[config.mk]
export PLATFORM = sky130hd
export DESIGN_NAME = adc_start_ctrl
export DESIGN_NICKNAME = d
export VERILOG_FILES = /design/src/rtl/adc_start_ctrl.sv
export SDC_FILE = /design/constraint.sdc
export NUM_CORES = 1
export LEC_CHECK = 0
export ABC_AREA = 1
export BUFFER_PORTS_ARGS = -buffer_cell sky130_fd_sc_hd__buf_2
export CORE_MARGIN = 3
export CORE_UTILIZATION = 50
export CTS_BUF_LIST = sky130_fd_sc_hd__clkbuf_8 sky130_fd_sc_hd__clkbuf_16
export DETAILED_ROUTE_END_ITERATION = 10
export GPL_ROUTABILITY_DRIVEN = 0
export GPL_TIMING_DRIVEN = 0
export PLACE_DENSITY_LB_ADDON = 0.3
export SLEW_MARGIN = 20
export SYNTH_ARGS = -nofsm -noshare
export SYNTH_HDL_FRONTEND = slang
export SYNTH_SLANG_ARGS = --single-unit
[constraint.sdc]
create_clock -name clk -period 2 [get_ports clk]
set_input_delay 0.1 -clock clk [delete_from_list [all_inputs] [get_ports clk]]
set_output_delay 0.1 -clock clk [all_outputs]
set_load 0.01 [all_outputs]
[src/rtl/adc_start_ctrl.sv]
module adc_start_ctrl #(
  parameter int RES_W       = 12,
  parameter int QUAL_CYC    = 8,
  parameter int CONV_CYC    = 64,
  parameter int SPACING_CYC = 5000
) (
  input  logic             clk,
  input  logic             rst_n,
  input  logic             cs_n,
  input  logic             rc_n,
  input  logic             cont_en,
  input  logic             pwr_dn,
  input  logic [RES_W-1:0] test_word,
  output logic             busy_n,
  output logic             start_pulse,
  output logic             early_cmd,
  output logic [RES_W-1:0] result
);
  localparam int QW = $clog2(QUAL_CYC + 1);
  localparam int CW = $clog2(CONV_CYC + 1);
  localparam int SW = $clog2(SPACING_CYC + 1);
  localparam logic [QW-1:0] Q_MAX  = QW'(QUAL_CYC);
  localparam logic [QW-1:0] Q_LAST = QW'(QUAL_CYC - 1);
  localparam logic [CW-1:0] C_LAST = CW'(CONV_CYC - 1);
  localparam logic [SW-1:0] S_MAX  = SW'(SPACING_CYC);

  logic [2:0] cs_sr, rc_sr;
  logic [1:0] ct_sr, pd_sr;
  logic [QW-1:0] qcnt;
  logic [CW-1:0] ccnt;
  logic [SW-1:0] scnt;
  logic cont_run;

  always_ff @(posedge clk or negedge rst_n) begin
    if (!rst_n) begin
      cs_sr <= '1;
      rc_sr <= '1;
      ct_sr <= '0;
      pd_sr <= '0;
    end else begin
      cs_sr <= {cs_sr[1:0], cs_n};
      rc_sr <= {rc_sr[1:0], rc_n};
      ct_sr <= {ct_sr[0], cont_en};
      pd_sr <= {pd_sr[0], pwr_dn};
    end
  end

  wire req       = ~cs_sr[1] & ~rc_sr[1];
  wire cmd_fall  = (cs_sr[2] & ~cs_sr[1]) | (rc_sr[2] & ~rc_sr[1]);
  wire qualified = req && (qcnt >= Q_LAST);

  assign start_pulse = busy_n & ~pd_sr[1] & (qualified | cont_run);
  assign early_cmd   = start_pulse && (scnt != '0) && (scnt < S_MAX);

  always_ff @(posedge clk or negedge rst_n) begin
    if (!rst_n)            qcnt <= '0;
    else if (!req)         qcnt <= '0;
    else if (qcnt != Q_MAX) qcnt <= qcnt + 1'b1;
  end

  always_ff @(posedge clk or negedge rst_n) begin
    if (!rst_n)         cont_run <= 1'b0;
    else if (!ct_sr[1]) cont_run <= 1'b0;
    else if (cmd_fall)  cont_run <= 1'b1;
  end

  always_ff @(posedge clk or negedge rst_n) begin
    if (!rst_n) begin
      busy_n <= 1'b1;
      ccnt   <= '0;
      result <= '0;
    end else if (start_pulse) begin
      busy_n <= 1'b0;
      ccnt   <= '0;
    end else if (!busy_n) begin
      if (ccnt == C_LAST) begin
        busy_n <= 1'b1;
        result <= test_word;
      end else begin
        ccnt <= ccnt + 1'b1;
      end
    end
  end

  always_ff @(posedge clk or negedge rst_n) begin
    if (!rst_n)                              scnt <= '0;
    else if (start_pulse)                    scnt <= SW'(1);
    else if (scnt != '0 && scnt != S_MAX)    scnt <= scnt + 1'b1;
  end
endmodule


# [Yosys cells after proc, flatten, opt, wreduce, memory -nomap -nowiden]
# Index checks and enable logic that the tools add are counted.
[totals] ff_bits=48 latch_bits=0 mem_bits_rw=0 romBits=0 in_bits=18 out_inout_bits=15 mem_count=0
[classes] add_sub_neg=3 n_mul=0 div=0 n_lt_le_gt_ge=2 n_eq_ne=7 shifts=0 muxes=12 n_bitwise=12 n_reduce_logical=8
[op_table] op="two-way mux 13 bit" n=2
[op_table] op="two-way mux 7 bit" n=3
[op_table] op="adder 13 x 1 -> 13 bit, second input constant" n=1
[op_table] op="less-than comparator 13 bit, second input constant" n=1
[op_table] op="inequality test 13 bit, second input constant" n=1
[op_table] op="nonzero test 13 bit" n=1
[op_table] op="two-way mux 4 bit" n=2
[op_table] op="adder 7 x 1 -> 7 bit, second input constant" n=1
[op_table] op="== test 7 x 6 -> 1 bit, second input constant" n=1
[op_table] op="inequality test 2 x 1 -> 1 bit, second input constant" n=3
[op_table] op="AND 1 bit" n=5
[op_table] op="two-way mux 1 bit" n=5
[op_table] op="inverter 1 bit" n=5
[op_table] op="adder 4 x 1 -> 4 bit, second input constant" n=1
[op_table] op=">= comparator 4 x 3 -> 1 bit, second input constant" n=1
[op_table] op="logical AND 1 bit" n=4
[op_table] op="inequality test 4 bit, second input constant" n=1
[op_table] op="AND reduction 3 bit" n=1
[op_table] op="inequality test 2 bit, second input constant" n=1
[op_table] op="bitwise OR 1 bit" n=2
[op_table] op="AND reduction 2 bit" n=1
[op_table] op="nonzero test 2 bit" n=1

# [Depth between registers and ports, before layout]
[depth] depth_word=7 mapped_depth=10 ltp_nobuf=10

# [Worst setup path after synthesis]
# No wires, ideal clock.
[synth_timing] kind="flip-flop to flip-flop" startpoint="register qcnt[0]" endpoint="register scnt[8]" setup_time_ns=0.071 t_arrival_ns=1.208 required_ns=1.929 path_slack_ns=0.721 stages_incl_launch_ff=10 synth_period_minus_slack_ns=1.279 path_cell_list="dfrtp_1 > ha_1 > nand2_1 > nand2_1 > nand2_1 > nand2_1 > nand2_2 > clkbuf_8 > o21ai_0 > nor2_1"
[synth_via] elab_chain_cells=5 word_cells_on_any_way=6 classes_between="order compare (1); mux (1); bitwise (2); reduce/logical (2)"
[synth_lines] element="start: declaration" line_no="29" source="logic [QW-1:0] qcnt;"
[synth_lines] element="start signal: assignment" line_no="58" source="else if (qcnt != Q_MAX) qcnt <= qcnt + 1'b1;"
[synth_lines] element=">= comparator 4 x 3 -> 1 bit *" line_no="50" source="wire qualified = req && (qcnt >= Q_LAST);"
[synth_lines] element="logical AND 1 bit *" line_no="50"
[synth_lines] element="bitwise OR 1 bit *" line_no="52" source="assign start_pulse = busy_n & ~pd_sr[1] & (qualified | cont_run);"
[synth_lines] element="AND 1 bit *" line_no="52"
[synth_lines] element="two-way mux 13 bit / nonzero test 2 bit (equally long branches)"
[synth_lines] element="end signal: assignment" line_no="88" source="else if (scnt != '0 && scnt != S_MAX) scnt <= scnt + 1'b1;"
[synth_lines] element="end: declaration" line_no="31" source="logic [SW-1:0] scnt;"
# Every way passes the cells marked *; elsewhere a longest branch is shown, timed or not.
# A chain may end at the register's enable or synchronous reset.

# [Worst setup path in the final report]
[layout_timing] startpoint="register qcnt[0]" endpoint="output early_cmd"
[layout_via] elab_chain_cells=6
[layout_lines] element=">= comparator 4 x 3 -> 1 bit" line_no="50"
[layout_lines] element="logical AND 1 bit" line_no="50"
[layout_lines] element="bitwise OR 1 bit" line_no="52"
[layout_lines] element="AND 1 bit" line_no="52"
[layout_lines] element="logical AND 1 bit (2 in series)" line_no="53" source="assign early_cmd = start_pulse && (scnt != '0) && (scnt < S_MAX);"
[layout_lines] element="end: declaration" line_no="16" source="output logic early_cmd,"
# Every way passes these cells.

==> results.py <==
metrics = {
    "status": {
        "status": "completed",
    },
    "cells_and_area": {
        "antenna_cells": 0,
        "nets": 344,
        "drive_gt1_frac": 0.199,
        "syn_to_final_growth_pct": 16.2,
        "stdcell_area_sq_um": 2640,
    },
    "detailed_routing": {
        "routedWlPerCell_microns": 11.9,
        "wirelength_mm": 4.44,
        "drtIter0Drc": 93,
        "vias": 1843,
        "ant_nets": 0,
        "drc": 0,
        "dr.pass1.iters": 5,
        "via_per_inst": 4.95,
    },
    "cts": {
        "cts.sinks": 48,
        "cts.clk_slew.worst_paths_ps": 90,
        "cts_inserted_buffers": 5,
        "htree_levels": 2,
        "root_buffer": "clkbuf_8",
        "ctsHoldBuffers": 4,
        "postCtsSetupBuffers": 0,
        "cts_tree": "done",
        "cts_resized": 0,
        "clockBufferDepth": 2,
        "clk_latency_ps": 300,
    },
    "critical_path": {
        "worst_ep_required_time_ps": 1900,
        "critPathLaunchType": "register",
        "cp_max_fo": 9,
        "cp.arrival_ps": 1690,
        "crit_type": "register to primary output",
        "crit_path_end_kind": "primary output",
    },
    "placement": {
        "dpl-instance-area_sq_um": 2500,
        "numPortBuffers": 32,
        "hpwlAfterDp_mm": 3.18,
    },
    "job": {
        "maxCapViolations": 0,
    },
    "global_route": {
        "grt_use_total": 0.177,
        "grt_start_max_net_pins": 49,
        "grt_pass1_vias": 1693,
        "grt_pass1_wl_mm": 7.34,
        "antenna_found_initial": 0,
        "grt-ovfl-total": 0,
    },
    "pwr": {
        "p_per_area_nw_per_um2": 621,
        "leakagePower_nw": 1.30,
        "peakVddDrop_mv": 0.410,
        "finalPower_mw": 1.64,
    },
    "sta": {
        "drv_slew": 0,
        "relSlewSlack": 0.607,
        "clock.fmax_mhz": 557,
        "finalHoldViolCount": 0,
        "period_share": 0.897,
        "period_needed_ps": 1790,
        "setup_viol": 0,
        "fin_setup_tns_ps": 0,
        "skew_ps": 5.66,
        "tightestPinTransition_ps": 589,
        "rsz0062_at_grt": "false",
    },
    "synth": {
        "syn_area_sq_um": 2270,
        "synth.distinct_cells": 25,
        "syn_nets": 300,
        "synth_area_leaders": "dfrtp_1 45%, nand2_1 13%, dfstp_2 8.1%",
        "ys_warn_count": 0,
        "dominantRegCellSynth": "dfrtp_1",
        "synth-edff-count": 0,
        "synthCells": 277,
        "synth.top_cell.area_share": 0.451,
        "async_flop_share": 1.00,
        "ys_seq_area_frac": 0.532,
        "ys_ff_latch": 48,
        "yosys.area.top_type": "dfrtp_1",
        "postSynthAreaPerCell_sq_um": 8.21,
    },
    "floorplan": {
        "die_x_microns": 73.4,
        "die-area_sq_um": 5390,
        "ios": 33,
        "core_area_sq_um": 4200,
        "rows": 23,
        "start_util": 0.541,
        "die_h_microns": 73.4,
    },
    "min_path": {
        "hold_path.class": "input port to register",
    },
}
## stage by stage
step                setup WS, ps  std cells  hold slack [ps]   util
floorplan                    721        277             -196      -
global placement             509        359              208  0.594
detailed placement           526        359              213  0.594
CTS                          177        371             16.7  0.626
global route                22.3        372             27.5  0.629
finish                       205        372             32.0  0.629
## kinds of logic after synthesis
logic type      synth area share
simple gates               0.305
xor+xnor                  0.0154
buf+inv                   0.0638
flops                      0.532
compound gates            0.0561
fa+ha+maj                 0.0275
## critical path: stages (launching register included)
cell and delay, ps:
dfrtp_1 410, ha_1 220, nand2_1 90, nand2_1 50, nand2_1 50, nand2_1 60, nand2_2 160, inv_2 110
nand2_1 80, nor2_1 40, buf_2 130
## cell usage in the layout (no fill, tap or decap)
master | synthesis | routed
nand2_1 | 77 | 77
dfrtp_1 | 41 | 41
nor2_1 | 35 | 35
nand3_1 | 32 | 32
buf_2 | 0 | 31
inv_1 | 25 | 26
o21ai_0 | 12 | 12
a21oi_1 | 10 | 10
clkbuf_8 | 1 | 7
dfstp_2 | 7 | 7
nand2_2 | 6 | 6
nor3_1 | 5 | 5
ha_1 | 5 | 5
dlygate4sd3_1 | 0 | 5
nor2_2 | 4 | 4
inv_2 | 4 | 4
xor2_1 | 3 | 3
buf_4 | 1 | 2
buf_6 | 1 | 1
clkbuf_1 | 1 | 1
nor2_4 | 1 | 1
o22ai_1 | 1 | 1
a31oi_1 | 1 | 1
o21ai_1 | 1 | 1
xnor2_1 | 1 | 1
nand4_1 | 1 | 1
nor3b_1 | 1 | 1
clkinvlp_4 | 0 | 1
## layout make-up
cell class	instances	area, sq um
timing repair buffer	37	213
sequential	48	1210
clock buffer	6	82.6
multi-input combinational	196	918
inverter	29	109
clock inverter	2	11.3
buffer	4	36.3
fill	369	1560
tap	50	62.6
## where the power goes
part / internal, mW / switching, mW / total [mW]
Sequential: 0.988 / 0.00723 / 0.996
Clock: 0.276 / 0.313 / 0.589
Combinational: 0.0238 / 0.0315 / 0.0553
## cell usage after synthesis, types with 5 or more instances
cell      n
a21oi_1  10
nand2_1  77
nor3_1    5
nand3_1  32
inv_1    25
o21ai_0  12
nand2_2   6
dfrtp_1  41
ha_1      5
dfstp_2   7
nor2_1   35
## routing by layer
| layer | part of all wire | up-vias | global-route usage |
|---|---|---|---|
| li1 | - | 960 | - |
| met1 | 0.47 | 849 | 0.229 |
| met2 | 0.49 | 30 | 0.281 |
| met3 | 0.033 | 4 | 0.0588 |
| met4 | 0.010 | 0 | 0.0563 |
| met5 | 0 | - | 0 |
## worst paths after layout
check                           slack (ps)        end         start  depth (start not counted)
min in group asynchronous              350   cont_run         rst_n                          2
worst min-delay path                    30  result[1]  test_word[1]                          3
worst max register to register         510    scnt[8]       qcnt[0]                          9
worst min register to register         360   rc_sr[1]      rc_sr[0]                          0
worst max-delay path                   210  early_cmd       qcnt[0]                         10
max in group asynchronous             1260    scnt[5]         rst_n                          2
## registers in the layout, summed over array words and instances (netlist names)
name,flops
rc_sr,3
scnt,13
ccnt,7
pd_sr,2
cont_run,1
qcnt,4
busy_n,1
cs_sr,3
ct_sr,2
result,12
Note: power is estimated with default switching activity, not from simulation.
